==> src/rtl/ctm_pkg.sv <==
package ctm_pkg;

    typedef enum logic [2:0] {
        ST_IDLE,
        ST_ARM,
        ST_LAUNCH,
        ST_WAIT,
        ST_DONE,
        ST_EXPIRE
    } ctm_state_t;

endpackage

==> src/rtl/ctm_tag_lfsr.sv <==
module ctm_tag_lfsr #(
    parameter int          TAG_W = 32,
    parameter logic [31:0] POLY  = 32'h80200003,
    parameter logic [31:0] SEED  = 32'h1ACEB00C
) (
    input  logic             clk,
    input  logic             rst_n,
    input  logic             adv,
    output logic [TAG_W-1:0] tag
);
    localparam logic [TAG_W-1:0] POLY_W = POLY[TAG_W-1:0];
    localparam logic [TAG_W-1:0] SEED_W = SEED[TAG_W-1:0];
    localparam logic [TAG_W-1:0] START  = (SEED_W == '0) ? TAG_W'(1) : SEED_W;

    logic [TAG_W-1:0] shifted;
    logic [TAG_W-1:0] nxt;

    always_comb begin
        shifted = tag >> 1;
        nxt     = tag[0] ? (shifted ^ POLY_W) : shifted;
        if (nxt == '0) begin
            nxt = TAG_W'(1);
        end
    end

    always_ff @(posedge clk or negedge rst_n) begin
        if (!rst_n) begin
            tag <= START;
        end else if (adv) begin
            tag <= nxt;
        end
    end

endmodule

==> src/rtl/ctm_chunk_track.sv <==
module ctm_chunk_track #(
    parameter int TAG_W    = 32,
    parameter int N_CHUNKS = 4,
    parameter int CW_AW    = 5,
    parameter int IDX_W    = 2,
    parameter int BUF_AW   = 7
) (
    input  logic              clk,
    input  logic              rst_n,
    input  logic              arm_en,
    input  logic [IDX_W-1:0]  arm_idx,
    input  logic              watch_en,
    input  logic              snp_vld,
    input  logic [BUF_AW-1:0] snp_addr,
    input  logic [TAG_W-1:0]  snp_data,
    input  logic [TAG_W-1:0]  tag,
    output logic [N_CHUNKS-1:0] pend
);
    logic              trail_hit;
    logic [IDX_W-1:0]  snp_chunk;

    always_comb begin
        trail_hit = snp_vld && watch_en
                 && (snp_addr[CW_AW-1:0] == {CW_AW{1'b1}})
                 && (snp_data != tag);
        snp_chunk = snp_addr[BUF_AW-1:CW_AW];
    end

    for (genvar g = 0; g < N_CHUNKS; g++) begin : g_chunk
        always_ff @(posedge clk or negedge rst_n) begin
            if (!rst_n) begin
                pend[g] <= 1'b0;
            end else if (arm_en && (arm_idx == IDX_W'(g))) begin
                pend[g] <= 1'b1;
            end else if (trail_hit && (snp_chunk == IDX_W'(g))) begin
                pend[g] <= 1'b0;
            end
        end
    end

endmodule

==> src/rtl/ctm_wait_timer.sv <==
module ctm_wait_timer #(
    parameter int TO_CYC = 256,
    parameter int TMR_W  = 9
) (
    input  logic clk,
    input  logic rst_n,
    input  logic clr,
    input  logic run,
    output logic expired
);
    localparam logic [TMR_W-1:0] LAST = TMR_W'(TO_CYC - 1);

    logic [TMR_W-1:0] cnt;

    always_ff @(posedge clk or negedge rst_n) begin
        if (!rst_n) begin
            cnt <= '0;
        end else if (clr) begin
            cnt <= '0;
        end else if (run && (cnt != LAST)) begin
            cnt <= cnt + 1'b1;
        end
    end

    assign expired = run && (cnt == LAST);

endmodule

==> src/rtl/cmpl_tag_monitor.sv <==
module cmpl_tag_monitor
    import ctm_pkg::*;
#(
    parameter int          WORD_W      = 32,
    parameter int          CHUNK_BYTES = 128,
    parameter int          N_CHUNKS    = 4,
    parameter int          QUEUE_DEPTH = 4,
    parameter int          READ_LAT    = 64,
    parameter logic [31:0] TAG_POLY    = 32'h80200003,
    parameter logic [31:0] TAG_SEED    = 32'h1ACEB00C,
    localparam int         CHUNK_WORDS = CHUNK_BYTES / (WORD_W / 8),
    localparam int         CW_AW       = $clog2(CHUNK_WORDS),
    localparam int         IDX_W       = (N_CHUNKS > 1) ? $clog2(N_CHUNKS) : 1,
    localparam int         BUF_AW      = CW_AW + IDX_W
) (
    input  logic              clk,
    input  logic              rst_n,
    input  logic              start_i,
    input  logic              snp_vld_i,
    input  logic [BUF_AW-1:0] snp_addr_i,
    input  logic [WORD_W-1:0] snp_data_i,
    output logic              bufw_en_o,
    output logic [BUF_AW-1:0] bufw_addr_o,
    output logic [WORD_W-1:0] bufw_data_o,
    output logic              rd_launch_o,
    output logic              done_o,
    output logic              timeout_o,
    output logic [WORD_W-1:0] tag_o
);
    localparam int               TO_CYC   = QUEUE_DEPTH * READ_LAT;
    localparam int               TMR_W    = $clog2(TO_CYC + 1);
    localparam logic [IDX_W-1:0] LAST_IDX = IDX_W'(N_CHUNKS - 1);

    ctm_state_t          state_q;
    ctm_state_t          state_d;
    logic [IDX_W-1:0]    idx_q;
    logic [N_CHUNKS-1:0] pend;
    logic                expired;
    logic [WORD_W-1:0]   tag;

    // state register
    always_ff @(posedge clk or negedge rst_n) begin
        if (!rst_n) begin
            state_q <= ST_IDLE;
        end else begin
            state_q <= state_d;
        end
    end

    // next state
    always_comb begin
        state_d = state_q;
        unique case (state_q)
            ST_IDLE:   if (start_i) state_d = ST_ARM;
            ST_ARM:    if (idx_q == LAST_IDX) state_d = ST_LAUNCH;
            ST_LAUNCH: state_d = ST_WAIT;
            ST_WAIT: begin
                if (pend == '0) begin
                    state_d = ST_DONE;
                end else if (expired) begin
                    state_d = ST_EXPIRE;
                end
            end
            ST_DONE:   state_d = ST_IDLE;
            ST_EXPIRE: state_d = ST_ARM;
            default:   state_d = ST_IDLE;
        endcase
    end

    // chunk index walked while arming
    always_ff @(posedge clk or negedge rst_n) begin
        if (!rst_n) begin
            idx_q <= '0;
        end else if (state_q == ST_ARM) begin
            idx_q <= (idx_q == LAST_IDX) ? '0 : idx_q + 1'b1;
        end else begin
            idx_q <= '0;
        end
    end

    // outputs
    always_comb begin
        bufw_en_o   = 1'b0;
        rd_launch_o = 1'b0;
        done_o      = 1'b0;
        timeout_o   = 1'b0;
        unique case (state_q)
            ST_IDLE:   ;
            ST_ARM:    bufw_en_o   = 1'b1;
            ST_LAUNCH: rd_launch_o = 1'b1;
            ST_WAIT:   ;
            ST_DONE:   done_o      = 1'b1;
            ST_EXPIRE: timeout_o   = 1'b1;
            default:   ;
        endcase
        bufw_addr_o = {idx_q, {CW_AW{1'b1}}};
        bufw_data_o = tag;
        tag_o       = tag;
    end

    ctm_tag_lfsr #(
        .TAG_W (WORD_W),
        .POLY  (TAG_POLY),
        .SEED  (TAG_SEED)
    ) u_lfsr (
        .clk   (clk),
        .rst_n (rst_n),
        .adv   (state_q == ST_EXPIRE),
        .tag   (tag)
    );

    ctm_chunk_track #(
        .TAG_W    (WORD_W),
        .N_CHUNKS (N_CHUNKS),
        .CW_AW    (CW_AW),
        .IDX_W    (IDX_W),
        .BUF_AW   (BUF_AW)
    ) u_track (
        .clk      (clk),
        .rst_n    (rst_n),
        .arm_en   (state_q == ST_ARM),
        .arm_idx  (idx_q),
        .watch_en (state_q == ST_WAIT),
        .snp_vld  (snp_vld_i),
        .snp_addr (snp_addr_i),
        .snp_data (snp_data_i),
        .tag      (tag),
        .pend     (pend)
    );

    ctm_wait_timer #(
        .TO_CYC (TO_CYC),
        .TMR_W  (TMR_W)
    ) u_timer (
        .clk     (clk),
        .rst_n   (rst_n),
        .clr     (state_q == ST_LAUNCH),
        .run     (state_q == ST_WAIT),
        .expired (expired)
    );

endmodule

==> config.mk <==
export PLATFORM = sky130hd
export DESIGN_NAME = cmpl_tag_monitor
export DESIGN_NICKNAME = d
export VERILOG_FILES = /design/src/rtl/ctm_pkg.sv /design/src/rtl/ctm_tag_lfsr.sv /design/src/rtl/ctm_chunk_track.sv /design/src/rtl/ctm_wait_timer.sv /design/src/rtl/cmpl_tag_monitor.sv
export SDC_FILE = /design/constraint.sdc
export NUM_CORES = 1
export LEC_CHECK = 0
export BUFFER_PORTS_ARGS = -buffer_cell sky130_fd_sc_hd__buf_2
export CORE_MARGIN = 4
export CORE_UTILIZATION = 48
export CTS_CLUSTER_DIAMETER = 50
export DETAILED_ROUTE_END_ITERATION = 10
export MAX_ROUTING_LAYER = met4
export PLACE_DENSITY = 0.87
export SYNTH_ARGS = -nofsm -noshare
export SYNTH_HDL_FRONTEND = slang
export SYNTH_SLANG_ARGS = --single-unit
==> constraint.sdc <==
create_clock -name clk -period 2.53 [get_ports clk]
set_input_delay 0.506 -clock clk [delete_from_list [all_inputs] [get_ports clk]]
set_output_delay 0.506 -clock clk [all_outputs]
set_load 0.05 [all_outputs]
======== After elaboration in Yosys (flattened, before gate mapping) ========
Index checks and enable logic that the tools add are counted.
word-level totals
  bits in registers ....................... 50
  word-level logic and storage cells ...... 76
cells by class
  $add $sub $neg .......................... 2
  eq/ne operators ......................... 18
  mux-type cells .......................... 23
  bitwise operators ....................... 1
  reduce and logical (&&, ||, !) cells .... 24
operator list
  cell                                                                      number
  32-bit 2-to-1 mux                                                         2
  32-bit zero test                                                          1
  32-bit inequality test                                                    1
  9-bit 2-to-1 mux                                                          2
  3-bit case mux with 5 select lines                                        1
  1-bit logical AND                                                         13
  1-bit 2-to-1 mux                                                          12
  3-bit 2-to-1 mux                                                          4
  2-bit nonzero test                                                        5
  9-bit by 1-bit adder with 9-bit output (second input constant)            1
  9-bit by 8-bit equality test with 1-bit output (second input constant)    1
  9-bit by 8-bit inequality test with 1-bit output (second input constant)  1
  2-bit equality test (second input constant)                               4
  3-bit by 2-bit equality test with 1-bit output (second input constant)    2
  3-bit equality test (second input constant)                               2
  5-bit equality test (second input constant)                               1
  2-bit by 1-bit equality test with 1-bit output (second input constant)    2
  2-bit zero test                                                           2
  4-bit zero test                                                           1
  2-bit 2-to-1 mux                                                          2
  2-bit inequality test (second input constant)                             2
  3-bit NOT with 4-bit output                                               1
  3-bit by 1-bit equality test with 1-bit output (second input constant)    1
  3-bit zero test                                                           1
  3 further kinds                                                           3

======== Logic depth before layout (Yosys ltp) ========
  depth after elaboration ................. 7
  depth in mapped cells ................... 8
  gate-level depth less buffers ........... 8

======== Modules after synthesis ========
From an unflattened synthesis, not the netlist that was laid out.
unflattened totals
  cells, all modules ...................... 269
  area, all modules ....................... 2932.8 µm²
modules (own cells, without submodules)
  module            times used  cells each  area an instance (µm²)  seq. area each (µm²)
  ctm_tag_lfsr      1           88          1347.5                  817.0
  ctm_chunk_track   1           67          558.0                   100.1
  cmpl_tag_monitor  1           64          549.3                   125.1
  ctm_wait_timer    1           50          478.0                   225.2

======== Least setup slack after synthesis ========
OpenSTA, ideal clock, no wires.
  path type ............................... register to output
  start point ............................. reg state_q[0]
  end point ............................... out done_o
  data arrival time ....................... 1611 ps
  data required time ...................... 2024 ps
  setup slack ............................. 413 ps
  cell stages (with the launch flop) ...... 2
  path buffers ............................ 0
  cell sequence ........................... dfrtp_1 -> nor3b_1
on the way
  cells in the longest elaborated chain, start to end .. 2
RTL lines
  element                   line                    source
  start: declaration        cmpl_tag_monitor.sv:34  ctm_state_t state_q;
  start signal: assignment  cmpl_tag_monitor.sv:46  state_q <= state_d;
  3-bit equality test       cmpl_tag_monitor.sv:87  unique case (state_q)
  1-bit 2-to-1 mux          cmpl_tag_monitor.sv:87
  end: declaration          cmpl_tag_monitor.sv:26  output logic done_o,
Every way passes these cells.

======== Worst setup path after layout ========
  start point ............................. reg state_q[1]
  end point ............................... out rd_launch_o
on the way
  cells in the longest elaborated chain, start to end .. 2
RTL lines
  element                                         line                    source
  3-bit by 2-bit equality test with 1-bit output  cmpl_tag_monitor.sv:87
  1-bit 2-to-1 mux                                cmpl_tag_monitor.sv:87
  end: declaration                                cmpl_tag_monitor.sv:25  output logic rd_launch_o,
Every way passes these cells.

==> flow_summary.json <==
{
  "outcome": "finished, final reports clean",
  "die_height_um": 85.25,
  "placement.io_buffers": 112,
  "r2r-start": "u_timer.cnt[0]$_DFFE_PN0P_",
  "max_slew_margin": 0.5531,
  "dieWidth_um": 85.25,
  "timing.clock.skew_ns": 0.01002,
  "rows": 27,
  "cp_data_required_time_ns": 2.02,
  "number_of_h_tree_levels": 2,
  "final.fill_count": 485,
  "worst-endpoint-arrival_ns": 1.84,
  "synth_area_per_cell_um2": 8.812,
  "finalSetupViolCount": 0,
  "ys_seq_area_frac": 0.4426,
  "max_freq_mhz": 426.8,
  "cts_buffers": 5,
  "total_number_of_yosys_warnings": 0,
  "instances_no_fill": 482,
  "final.setup.worst_slack_ns": 0.1872,
  "via_count_of_the_first_global_routing_pass": 2398,
  "power.leakage_nw": 1.808,
  "max-vdd-ir-drop_uv": 440.6,
  "worst_setup_path_startpoint": "state_q[1]$_DFFE_PN0P_",
  "power.total_mw": 1.683,
  "cts-root-buf": "sky130_fd_sc_hd__clkbuf_8",
  "cts.path.max_buffers": 2,
  "maxCapViolations": 0,
  "clock_tree_from_tritoncts": "done",
  "top_layer": "met4",
  "grt_pass1_wl_um": 11730,
  "area_growth_pct": 17.74,
  "worst_skew_pair.late_latency_ns": 0.30,
  "cts_setup_buffers": 0,
  "core_area_mm2": 0.005642,
  "grt_setup_unrepaired": "false",
  "drive_above_1_share": 0.3463,
  "timing_hold_violations_final": 0,
  "routed-wl-met3_um": 731,
  "synthDistinctLibCells": 34,
  "avgViaCountPerCell": 5.232,
  "post_synth_instance_area_mm2": 0.002864,
  "route.detailed.drc": 0,
  "slew_viol_final": 0,
  "cts_resized": 0,
  "post_synth_edffs": 0,
  "synth-seq-cells": 50,
  "antenna_cells_inserted": 0,
  "finalSetupTns_ns": 0,
  "hold_path_class": "in -> async",
  "synth_top_flop_cell": "sky130_fd_sc_hd__dfrtp_1",
  "detail_route.iter0.violations": 158,
  "detail_route.first_pass.iterations": 5,
  "die-area_mm2": 0.007267,
  "dp_hpwl_um": 5547,
  "num_io_pins": 118,
  "globalRouteOverflowTotal": 0,
  "endpoint_class_of_the_critical_path": "primary output",
  "holdBufCountCts": 0,
  "powerDensity_mw_per_mm2": 499.1,
  "drt-wirelength-per-cell_um": 15.16,
  "placedInstanceArea_mm2": 0.003262,
  "post-place-ws_ns": 0.5206,
  "timing.final.crit_period_ns": 2.343,
  "postLayoutCellArea_mm2": 0.003372,
  "grt_start_max_net_pins": 34,
  "finish.net_count": 458,
  "cts.reportedPaths.clkPinSlew_ns": 0.09,
  "place_congestion": 0.8596,
  "antenna_left": 0,
  "async_reset_ff_frac": 1.000,
  "met2_length_um": 3519,
  "share_of_the_clock_period_used_by_the_worst_path_after_layout": 0.9260,
  "criticalPathCategory": "reg -> out",
  "place.detailed.instances": 474,
  "worst_pin_slew_ns": 0.6642,
  "global_route.usage.total": 0.2069,
  "vias": 2522,
  "netlist_instances": 325,
  "worst_setup_path_start_kind": "flop",
  "wl_met1_um": 2878,
  "tritoncts_num_sinks": 50,
  "timing.critical_path.fanout_max": 7,
  "grt_antenna_before_repair": 0,
  "floorplan.initialDensity": 0.5077,
  "detailed_route_wire_length_um": 7305
}
[cells in the mapped netlist, types with 2 or more instances]
cell type	count	area (um^2)
sky130_fd_sc_hd__nand2_1	98	367.9
sky130_fd_sc_hd__buf_4	37	277.8
sky130_fd_sc_hd__dfrtp_1	37	925.9
sky130_fd_sc_hd__xnor2_1	34	297.8
sky130_fd_sc_hd__nand4_1	14	87.58
sky130_fd_sc_hd__dfstp_2	13	341.6
sky130_fd_sc_hd__nor2_1	10	37.54
sky130_fd_sc_hd__nor4_1	10	62.56
sky130_fd_sc_hd__a21oi_1	9	45.04
sky130_fd_sc_hd__o21ai_0	9	45.04
sky130_fd_sc_hd__inv_1	8	30.03
sky130_fd_sc_hd__ha_1	6	75.07
sky130_fd_sc_hd__a31oi_1	4	25.02
sky130_fd_sc_hd__buf_2	4	20.02
sky130_fd_sc_hd__clkbuf_1	4	15.01
sky130_fd_sc_hd__xor2_1	4	35.03
sky130_fd_sc_hd__nand3_1	3	15.01
sky130_fd_sc_hd__a211oi_1	2	15.01
sky130_fd_sc_hd__and3_1	2	12.51
sky130_fd_sc_hd__nor3_1	2	10.01
sky130_fd_sc_hd__or3_1	2	12.51
[per-layer routing]
layer | GRT usage | up-vias
met3 | 0.04272 | 19
met2 | 0.3453 | 143
li1 | - | 1199
met5 | - | -
met1 | 0.2466 | 1161
met4 | 0.07482 | 0
[worst max-delay path, cell delays in order, from the launching register on]
cell	delay (ns)
sky130_fd_sc_hd__dfrtp_1	0.49
sky130_fd_sc_hd__or3b_2	0.53
sky130_fd_sc_hd__inv_1	0.21
sky130_fd_sc_hd__buf_2	0.31
[kinds of logic (layout without fill, tap and decap cells)]
| logic type | after synthesis | in the layout | share of synthesized area |
|---|---|---|---|
| AND/OR/NAND/NOR | 149 | 149 | 0.2372 |
| adder cells (fa/ha/maj) | 6 | 6 | 0.02621 |
| buffers and inverters | 53 | 134 | 0.1197 |
| flip-flops | 50 | 50 | 0.4426 |
| XOR/XNOR | 38 | 38 | 0.1162 |
| other | 1 | 5 | 0.001309 |
| AO/OA/AOI/OAI | 28 | 28 | 0.05679 |
[layout make-up]
type                            instances  area (um^2)  area share
Multi-Input combinational cell        226         1269      0.3763
Tap cell                               72        90.09     0.02672
Timing Repair Buffer                  118        605.6      0.1796
Clock buffer                            6        72.57     0.02152
Inverter                                8        30.03    0.008905
Clock inverter                          2        37.54     0.01113
Sequential cell                        50         1267      0.3759
[worst paths after layout]
kind	end	slack (ns)	depth (start not counted)
setup reg to reg	u_timer.cnt[5]$_DFFE_PN0P_	0.51	8
max in group asynchronous	u_lfsr.tag[2]$_DFFE_PN1P_	1.72	2
hold / removal	u_lfsr.tag[24]$_DFFE_PN0P_	0.18	1
hold reg to reg	u_lfsr.tag[13]$_DFFE_PN1P_	0.51	2
min in group clk	u_track.pend[1]$_DFFE_PN0P_	0.46	2
setup / recovery	rd_launch_o	0.19	3
[flip-flops by register name, indices dropped and copies added (netlist names)]
name and flops:
u_track.pend 4, u_timer.cnt 9, state_q 3, idx_q 2, u_lfsr.tag 32
[stage by stage]
step,util,hold slack (ns)
after floorplan,-,0.2104
after global placement,0.5782,0.4787
after detailed placement,0.5782,0.4940
after CTS,0.5977,0.1800
after global routing,0.5977,0.2034
final,0.5977,0.1816
[report_power, final]
group	internal (mW)	total (mW)	switching (mW)	leakage (nW)
Combinational	0.0930	0.210	0.117	1.14
Clock	0.295	0.561	0.266	0.0514
Sequential	0.859	0.911	0.0520	0.612
[cells in the final DEF, fill, tap and decap left out, types with 2 or more instances in the layout]
master                     instances
sky130_fd_sc_hd__a31oi_1           4
sky130_fd_sc_hd__buf_4             6
sky130_fd_sc_hd__nand2_1          98
sky130_fd_sc_hd__nand4_1          14
sky130_fd_sc_hd__xnor2_1          34
sky130_fd_sc_hd__nor4_1           10
sky130_fd_sc_hd__and3_1            2
sky130_fd_sc_hd__xor2_1            4
sky130_fd_sc_hd__o21ai_0           9
sky130_fd_sc_hd__dfrtp_1          37
sky130_fd_sc_hd__buf_2           112
sky130_fd_sc_hd__dfstp_2          13
sky130_fd_sc_hd__a21oi_1           9
sky130_fd_sc_hd__a211oi_1          2
sky130_fd_sc_hd__inv_1             8
sky130_fd_sc_hd__or3_1             2
sky130_fd_sc_hd__nand3_1           3
sky130_fd_sc_hd__ha_1              6
sky130_fd_sc_hd__nor3_1            2
sky130_fd_sc_hd__conb_1            5
sky130_fd_sc_hd__clkbuf_8          5
sky130_fd_sc_hd__nor2_1           10
No activity file was read; power rests on OpenSTA's default activity.
